File: config.mk
export PLATFORM = sky130hd
export DESIGN_NAME = sbspi_master
export DESIGN_NICKNAME = d
export VERILOG_FILES = /design/src/rtl/sbspi_pkg.sv /design/src/rtl/sbspi_regs.sv /design/src/rtl/sbspi_clkgen.sv /design/src/rtl/sbspi_shift.sv /design/src/rtl/sbspi_master.sv
export SDC_FILE = /design/constraint.sdc
export NUM_CORES = 1
export LEC_CHECK = 0
export CORE_ASPECT_RATIO = 1.2
export CORE_MARGIN = 3
export CORE_UTILIZATION = 55
export DETAILED_ROUTE_END_ITERATION = 8
export PLACE_DENSITY = 0.83
export SLEW_MARGIN = 25
export SYNTH_ARGS = -nofsm -noshare
export SYNTH_HDL_FRONTEND = slang
export SYNTH_SLANG_ARGS = --single-unit
File: constraint.sdc
create_clock -name clk -period 12.52 [get_ports clk]
set_clock_uncertainty 0.15 [all_clocks]
set_input_delay 2.504 -clock clk [delete_from_list [all_inputs] [get_ports clk]]
set_output_delay 2.504 -clock clk [all_outputs]
set_load 0.02 [all_outputs]
File: src/rtl/sbspi_pkg.sv
// Shared constants and helpers for the short-burst SPI master.
// Assumes a 32-bit register bus and an eight-byte burst limit.
package sbspi_pkg;

    localparam int WORD_W   = 32;
    localparam int NBYTES   = 8;
    localparam int FRAME_W  = NBYTES * 8;
    localparam int CNT_W    = 4;

    localparam int OFS_XFER = 'h00;
    localparam int OFS_CMD  = 'h04;
    localparam int OFS_PAY  = 'h08;
    localparam int OFS_CFG  = 'h28;
    localparam int OFS_SEL  = 'h38;

    localparam int BIT_GO   = 8;
    localparam int BIT_BUSY = 16;
    localparam int CFG_DIV_LSB = 16;

    // Clamp a raw count field to the burst limit.
    function automatic logic [CNT_W-1:0] eff_count(input logic [CNT_W-1:0] raw);
        return (raw > CNT_W'(NBYTES)) ? CNT_W'(NBYTES) : raw;
    endfunction

endpackage

File: src/rtl/sbspi_regs.sv
// Register block: decodes bus writes, builds the outgoing frame from the
// command/payload words and folds received bytes back into them.
// Assumes the shifter raises done_i only while busy; writes are dropped while busy.
module sbspi_regs
    import sbspi_pkg::*;
#(
    parameter int          ADDR_W  = 8,
    parameter int          DIV_W   = 12,
    parameter int unsigned DIV_RST = 3
) (
    input  logic               clk,
    input  logic               rst_n,
    input  logic               bus_wr,
    input  logic [ADDR_W-1:0]  bus_addr,
    input  logic [WORD_W-1:0]  bus_wdata,
    output logic [WORD_W-1:0]  bus_rdata,
    input  logic               done_i,
    input  logic [FRAME_W-1:0] rx_frame_i,
    output logic               busy_o,
    output logic               start_o,
    output logic [FRAME_W-1:0] tx_frame_o,
    output logic [CNT_W-1:0]   txe_o,
    output logic [CNT_W-1:0]   rxe_o,
    output logic [DIV_W-1:0]   div_o,
    output logic               cs_n_o
);

    logic [WORD_W-1:0] cmd_q, pay_q, cmd_n, pay_n;
    logic [CNT_W-1:0]  txc_q, rxc_q;
    logic [DIV_W-1:0]  div_q;
    logic [2:0]        ctl_q;
    logic              sel_q, busy_q;
    logic              wr_ok;
    logic              hit_xfer, hit_cmd, hit_pay, hit_cfg, hit_sel;
    logic [7:0]        txb   [NBYTES];
    logic [7:0]        rxb   [NBYTES];
    logic              rxhit [NBYTES];

    assign hit_xfer = (bus_addr == ADDR_W'(OFS_XFER));
    assign hit_cmd  = (bus_addr == ADDR_W'(OFS_CMD));
    assign hit_pay  = (bus_addr == ADDR_W'(OFS_PAY));
    assign hit_cfg  = (bus_addr == ADDR_W'(OFS_CFG));
    assign hit_sel  = (bus_addr == ADDR_W'(OFS_SEL));

    assign wr_ok   = bus_wr && !busy_q;
    assign start_o = wr_ok && hit_xfer && bus_wdata[BIT_GO] && (bus_wdata[7:0] != 8'd0);
    assign txe_o   = eff_count(txc_q);
    assign rxe_o   = eff_count(rxc_q);
    assign div_o   = div_q;
    assign busy_o  = busy_q;
    assign cs_n_o  = !sel_q;

    // Map outgoing byte indices onto the command/payload words.
    always_comb begin
        txb[0] = cmd_q[7:0];
        txb[1] = cmd_q[31:24];
        txb[2] = cmd_q[23:16];
        txb[3] = cmd_q[15:8];
        for (int i = 0; i < 4; i++) txb[4+i] = pay_q[8*i +: 8];
    end

    // Pack enabled outgoing bytes MSB-first into the frame, zeroing the rest.
    always_comb begin
        tx_frame_o = '0;
        for (int i = 0; i < NBYTES; i++)
            if (i < int'(txe_o)) tx_frame_o[FRAME_W-1-8*i -: 8] = txb[i];
    end

    // Pick received bytes out of the tail of the receive window.
    always_comb begin
        for (int j = 0; j < NBYTES; j++) begin
            rxhit[j] = (j < int'(rxe_o));
            rxb[j]   = rxhit[j] ? 8'(rx_frame_i >> (8 * (int'(rxe_o) - 1 - j))) : 8'd0;
        end
    end

    // Merge received bytes into next-state copies of the data words.
    always_comb begin
        cmd_n = cmd_q;
        pay_n = pay_q;
        for (int j = 0; j < 4; j++) begin
            if (rxhit[j])   pay_n[8*j +: 8] = rxb[j];
            if (rxhit[j+4]) cmd_n[8*j +: 8] = rxb[j+4];
        end
    end

    // Register state: bus writes when idle, result capture on completion.
    always_ff @(posedge clk) begin
        if (!rst_n) begin
            cmd_q  <= '0;
            pay_q  <= '0;
            txc_q  <= '0;
            rxc_q  <= '0;
            div_q  <= DIV_W'(DIV_RST);
            ctl_q  <= '0;
            sel_q  <= 1'b0;
            busy_q <= 1'b0;
        end else begin
            if (start_o)     busy_q <= 1'b1;
            else if (done_i) busy_q <= 1'b0;
            if (done_i) begin
                cmd_q <= cmd_n;
                pay_q <= pay_n;
            end
            if (wr_ok) begin
                if (hit_xfer) begin
                    txc_q <= bus_wdata[3:0];
                    rxc_q <= bus_wdata[7:4];
                end
                if (hit_cmd) cmd_q <= bus_wdata;
                if (hit_pay) pay_q <= bus_wdata;
                if (hit_cfg) begin
                    div_q <= bus_wdata[CFG_DIV_LSB +: DIV_W];
                    ctl_q <= bus_wdata[31:29];
                end
                if (hit_sel) sel_q <= bus_wdata[0];
            end
        end
    end

    // Read multiplexer, no side effects.
    always_comb begin
        bus_rdata = '0;
        if (hit_xfer) begin
            bus_rdata[3:0]      = txc_q;
            bus_rdata[7:4]      = rxc_q;
            bus_rdata[BIT_BUSY] = busy_q;
        end
        if (hit_cmd) bus_rdata = cmd_q;
        if (hit_pay) bus_rdata = pay_q;
        if (hit_cfg) begin
            bus_rdata[CFG_DIV_LSB +: DIV_W] = div_q;
            bus_rdata[31:29]                = ctl_q;
        end
        if (hit_sel) bus_rdata[0] = sel_q;
    end

    AST_BUSY_FREEZE: assert property (@(posedge clk) disable iff (!rst_n)
        busy_q && $past(busy_q) |-> $stable(cmd_q) && $stable(pay_q) && $stable(div_q));
    AST_DONE_IN_BUSY: assert property (@(posedge clk) disable iff (!rst_n)
        done_i |-> busy_q);

endmodule

File: src/rtl/sbspi_clkgen.sv
// Half-period timer: pulses half_end_o every (div+2) clocks while run_i is high.
// Assumes div_i is held steady while run_i is high.
module sbspi_clkgen #(
    parameter int DIV_W = 12
) (
    input  logic             clk,
    input  logic             rst_n,
    input  logic             run_i,
    input  logic [DIV_W-1:0] div_i,
    output logic             half_end_o
);

    localparam int CT_W = DIV_W + 1;

    logic [CT_W-1:0] cnt_q;
    logic [CT_W-1:0] lim;

    assign lim        = CT_W'(div_i) + CT_W'(1);
    assign half_end_o = run_i && (cnt_q == lim);

    // Count clocks within the current half period; parked at zero when idle.
    always_ff @(posedge clk) begin
        if (!rst_n)          cnt_q <= '0;
        else if (!run_i)     cnt_q <= '0;
        else if (half_end_o) cnt_q <= '0;
        else                 cnt_q <= cnt_q + CT_W'(1);
    end

    AST_CNT_BOUND: assert property (@(posedge clk) disable iff (!rst_n)
        run_i |-> cnt_q <= lim);

endmodule

File: src/rtl/sbspi_shift.sv
// Bit engine: drives SCK and MOSI in mode 0 and collects MISO samples.
// Assumes load_i pulses once per transfer and the counts are stable while run_i is high.
module sbspi_shift
    import sbspi_pkg::*;
(
    input  logic               clk,
    input  logic               rst_n,
    input  logic               run_i,
    input  logic               load_i,
    input  logic [FRAME_W-1:0] tx_frame_i,
    input  logic [CNT_W-1:0]   txe_i,
    input  logic [CNT_W-1:0]   rxe_i,
    input  logic               half_end_i,
    input  logic               miso_i,
    output logic               sck_o,
    output logic               mosi_o,
    output logic [FRAME_W-1:0] rx_frame_o,
    output logic               done_o
);

    localparam int IX_W = $clog2(2 * FRAME_W) + 1;

    logic               sck_q;
    logic [FRAME_W-1:0] tx_sr, rx_sr;
    logic [IX_W-1:0]    idx_q, nbits, last_idx;
    logic               last_bit;

    assign nbits      = (IX_W'(txe_i) + IX_W'(rxe_i)) << 3;
    assign last_idx   = nbits - IX_W'(1);
    assign last_bit   = (idx_q == last_idx);
    assign done_o     = run_i && half_end_i && sck_q && last_bit;
    assign sck_o      = sck_q;
    assign mosi_o     = tx_sr[FRAME_W-1];
    assign rx_frame_o = rx_sr;

    // Toggle SCK each half period; sample on rise, advance on fall.
    always_ff @(posedge clk) begin
        if (!rst_n) begin
            sck_q <= 1'b0;
            tx_sr <= '0;
            rx_sr <= '0;
            idx_q <= '0;
        end else if (load_i) begin
            sck_q <= 1'b0;
            tx_sr <= tx_frame_i;
            idx_q <= '0;
        end else if (run_i && half_end_i) begin
            if (!sck_q) begin
                sck_q <= 1'b1;
                rx_sr <= {rx_sr[FRAME_W-2:0], miso_i};
            end else begin
                sck_q <= 1'b0;
                if (last_bit) begin
                    tx_sr <= '0;
                end else begin
                    idx_q <= idx_q + IX_W'(1);
                    tx_sr <= {tx_sr[FRAME_W-2:0], 1'b0};
                end
            end
        end
    end

    AST_SCK_IDLE: assert property (@(posedge clk) disable iff (!rst_n)
        !run_i |-> !sck_q);
    AST_MOSI_AT_FALL: assert property (@(posedge clk) disable iff (!rst_n)
        run_i && $past(run_i) && !$fell(sck_q) |-> $stable(mosi_o));
    AST_MOSI_IDLE: assert property (@(posedge clk) disable iff (!rst_n)
        !run_i |-> !mosi_o);

endmodule

File: src/rtl/sbspi_master.sv
// Top of the short-burst SPI master: register block, half-period timer, bit engine.
// Assumes a single slave whose select line is owned by software.
module sbspi_master #(
    parameter int          ADDR_W  = 8,
    parameter int          DIV_W   = 12,
    parameter int unsigned DIV_RST = 3
) (
    input  logic              clk,
    input  logic              rst_n,
    input  logic              bus_wr,
    input  logic [ADDR_W-1:0] bus_addr,
    input  logic [31:0]       bus_wdata,
    output logic [31:0]       bus_rdata,
    output logic              spi_sck,
    output logic              spi_mosi,
    input  logic              spi_miso,
    output logic              spi_cs_n
);

    import sbspi_pkg::*;

    logic               busy, start, done, half_end;
    logic [FRAME_W-1:0] tx_frame, rx_frame;
    logic [CNT_W-1:0]   txe, rxe;
    logic [DIV_W-1:0]   div;

    sbspi_regs #(.ADDR_W(ADDR_W), .DIV_W(DIV_W), .DIV_RST(DIV_RST)) i_regs (
        .clk(clk), .rst_n(rst_n),
        .bus_wr(bus_wr), .bus_addr(bus_addr), .bus_wdata(bus_wdata), .bus_rdata(bus_rdata),
        .done_i(done), .rx_frame_i(rx_frame),
        .busy_o(busy), .start_o(start), .tx_frame_o(tx_frame),
        .txe_o(txe), .rxe_o(rxe), .div_o(div), .cs_n_o(spi_cs_n)
    );

    sbspi_clkgen #(.DIV_W(DIV_W)) i_clkgen (
        .clk(clk), .rst_n(rst_n), .run_i(busy), .div_i(div), .half_end_o(half_end)
    );

    sbspi_shift i_shift (
        .clk(clk), .rst_n(rst_n), .run_i(busy), .load_i(start),
        .tx_frame_i(tx_frame), .txe_i(txe), .rxe_i(rxe), .half_end_i(half_end),
        .miso_i(spi_miso), .sck_o(spi_sck), .mosi_o(spi_mosi),
        .rx_frame_o(rx_frame), .done_o(done)
    );

endmodule

==> results.tsv <==
stage	metric	value	unit
run_status	status	completed	
power_and_ir_drop	Pwr Density	103	nW/um2
floorplan	Die H	182	um
power_and_ir_drop	Comb power frac	3.1	%
layout	nets	1728	
routing	Vias/cell	6.75	
flow_run	max cap viols	0	
cts	CTS Hold Buffers Added	0	
timing	Fin Setup TNS	0	ns
placed_design	Place WS	4.04	ns
placed_design	Post-DP Area	15000	um2
power_and_ir_drop	Overall Power	1.64	mW
floorplan	Boundary Pins	79	
placed_design	PortBufs	78	
logic_synthesis	Post-Syn Area	14200	um2
layout	layout cells sized above 1	7.32	%
logic_synthesis	Cell variety after synth	76	
timing	Hold Fails Final Rpt	0	
setup_path	crit start category	input pin	
power_and_ir_drop	sequential share of power	46.5	%
timing	Pins Over Slew Limit	0	
timing	setup violators final	0	
floorplan	Die ar.	27800	um2
timing	Tcrit/Tclk final	67.6	%
cts	worst skew pair latency	0.56	ns
timing	slew margin rel.	27.4	%
power_and_ir_drop	VDD IR max	0.0814	mV
routing	initial DRC count	1951	
layout	Finished Layout Cells	1991	
global_route	initial antenna violation count	0	
global_route	All-Layer GR Usage	31.6	%
routing	# DRC	0	
power_and_ir_drop	P_int	1.28	mW
floorplan	die width	153	um
logic_synthesis	sequential fraction of the synthesis area	33.7	%
cts	post-CTS sizing	0	
layout	# diodes	0	
timing	fin crit period	8.46	ns
global_route	largest net degree at the start of global routing	121	
setup_path	kind of critical path	in -> out	
cts	Clock transition at path regs	0.06	ns
layout	Final Cell Area	15900	um2
logic_synthesis	YS warnings	0	
hold_path	Hold Path Class	reg -> reg	
cts	clk sinks	239	
cts	CTS tree	yes	
logic_synthesis	EDFF count, synth	0	
global_route	Overflow after GRT	0	
logic_synthesis	FFs w/ async S/R, synth	0	%
timing	RSZ-0062 raised after global routing	no	
routing	wire per inst	23.2	um
cts	htree depth	1	
timing	Fin Hold WS	0.314	ns
routing	Vias	13447	
logic_synthesis	cell count after synthesis	1651	
power_and_ir_drop	net switching fraction of the power	22.0	%
cts	cts bufs inserted	26	
setup_path	CP max FO	24	
setup_path	Worst EP arrival	5.81	ns
floorplan	# rows	63	
placed_design	DP Cell Count	1944	
logic_synthesis	mean post-synth cell area	8.59	um2
routing	Post-Route WL	46.2	mm
cts	postcts setup bufs	0	
placed_design	detailed placement HPWL	33.3	mm
placed_design	routability-driven placement congestion ratio	1.04	
power_and_ir_drop	sw power	360	uW
layout	Post-Route Utilization	63.6	%
timing	Worst Tran Pin Value	1.06	ns
power_and_ir_drop	P_leak	5.56	nW
power_and_ir_drop	Clock power frac	50.4	%
timing	Max Fclk	118	MHz
setup_path	CP Data Required Time	9.87	ns
floorplan	core area	25100	um2
global_route	global-route wire length before repair	71.7	mm
cts	clock root buffer master	clkbuf_16	
logic_synthesis	prevailing post-synth register cell	dfxtp_1	
layout	Area Overhead vs Synth	12.4	%
setup_path	Crit. End Element	output pin	
timing	Setup WS post-layout	4.06	ns
routing	Final ANT Viol Nets	0	
routing	drt pass-1 iters	6	
logic_synthesis	syn_nets	1732	
cts	Max clock buf depth	3	
floorplan	Starting Density	56.6	%
logic_synthesis	#FFs+latches synth	239	
global_route	vias in the first global route	12543	
critical path, stage by stage:
cell and delay (ns):
clkdlybuf4s50_1 0.40, nor4_1 0.90, and3_1 0.97, a222oi_1 0.29, inv_1 0.11, clkdlybuf4s50_1 0.62
final cells by class:
type,count,area (um2)
Inverter,40,150
Timing Repair Buffer,102,958
Multi-Input combinational cell,1238,8730
Clock buffer,35,734
Clock inverter,12,181
Tap cell,325,407
Fill cell,2091,9120
Sequential cell,239,4780
kinds of logic (layout without fill, tap and decap cells):
kind of cell,Yosys count,count (layout),share of synthesized area [%]
mux,174,174,13.0
flops,239,239,33.7
simple gates,547,547,18.7
xor+xnor,36,36,2.22
fa+ha+maj,37,37,3.32
compound gates,444,444,23.9
buf+inv,174,189,5.09
power by group through the flow:
stage	clock [mW]	sequential, mW	combinational, mW
after floorplan	0	0.778	0.0233
after global placement	0	0.778	0.0485
after detailed placement	0	0.778	0.0487
after CTS	0.829	0.761	0.0489
after global routing	0.860	0.761	0.0524
final	0.826	0.761	0.0503
flip-flops by register name, summed over array words and instances (netlist names):
name / count
i_shift.sck_o: 1
i_regs.busy_o: 1
i_regs.cmd_q: 32
i_shift.idx_q: 8
i_regs.sel_q: 1
i_regs.txc_q: 4
i_regs.div_o: 12
i_shift.rx_frame_o: 64
i_clkgen.cnt_q: 13
i_regs.pay_q: 32
i_regs.rxc_q: 4
i_regs.ctl_q: 3
i_shift.tx_sr: 64
final timing paths:
| check | start | to | slack [ns] | depth (start not counted) |
|---|---|---|---|---|
| min | i_shift.tx_sr[49] | i_shift.tx_sr[50] | 0.31 | 1 |
| max | bus_addr[1] | bus_rdata[29] | 4.06 | 6 |
| max reg2reg | i_regs.rxc_q[3] | i_regs.pay_q[12] | 6.01 | 18 |
| min reg2reg | i_shift.tx_sr[49] | i_shift.tx_sr[50] | 0.31 | 1 |
layout by cell type, fill, tap and decap left out, types with 9 or more instances in the layout:
| cell type | n |
|---|---|
| dfxtp_1 | 239 |
| nand2_1 | 232 |
| mux2i_1 | 164 |
| a21boi_0 | 84 |
| clkdlybuf4s50_1 | 77 |
| nor2_1 | 75 |
| nand3_1 | 71 |
| o21ai_0 | 55 |
| a21oi_1 | 48 |
| inv_1 | 36 |
| ha_1 | 36 |
| nor2b_1 | 35 |
| o211ai_1 | 35 |
| a32oi_1 | 29 |
| clkbuf_16 | 26 |
| buf_4 | 25 |
| a22o_1 | 24 |
| xnor2_1 | 24 |
| nand4_1 | 23 |
| nor3_1 | 22 |
| o2111ai_1 | 18 |
| o211ai_2 | 16 |
| and3_1 | 15 |
| a222oi_1 | 14 |
| a21o_1 | 12 |
| a31oi_1 | 12 |
| o31ai_1 | 12 |
| xor2_1 | 11 |
| nor4_1 | 10 |
| nand2b_1 | 10 |
| a211oi_1 | 10 |
| and2_1 | 9 |
| o221ai_1 | 9 |
layer usage:
| layer | part of all wire [%] | global-route usage [%] |
|---|---|---|
| met5 | 0 | 0 |
| met4 | 5.6 | 14.8 |
| met3 | 9.1 | 4.91 |
| met2 | 46 | 51.3 |
| met1 | 39 | 41.4 |
synthesized netlist by cell type (all sizes together) (14+ instances only):
library cell,count,share of area [%]
a21boi,84,4.4
a21oi,48,1.7
a222oi,14,0.99
a22o,24,1.5
a32oi,29,1.8
and3,16,0.71
buf,34,1.4
clkbuf,100,2.6
dfxtp,239,34
ha,36,3.2
inv,38,1.0
mux2i,164,12
nand2,232,6.1
nand3,72,2.6
nand4,24,1.1
nor2,75,2.0
nor2b,37,1.6
nor3,24,0.93
o2111ai,18,1.1
o211ai,51,3.3
o21ai,57,2.0
xnor2,25,1.5
(Power assumes the default switching activity.)
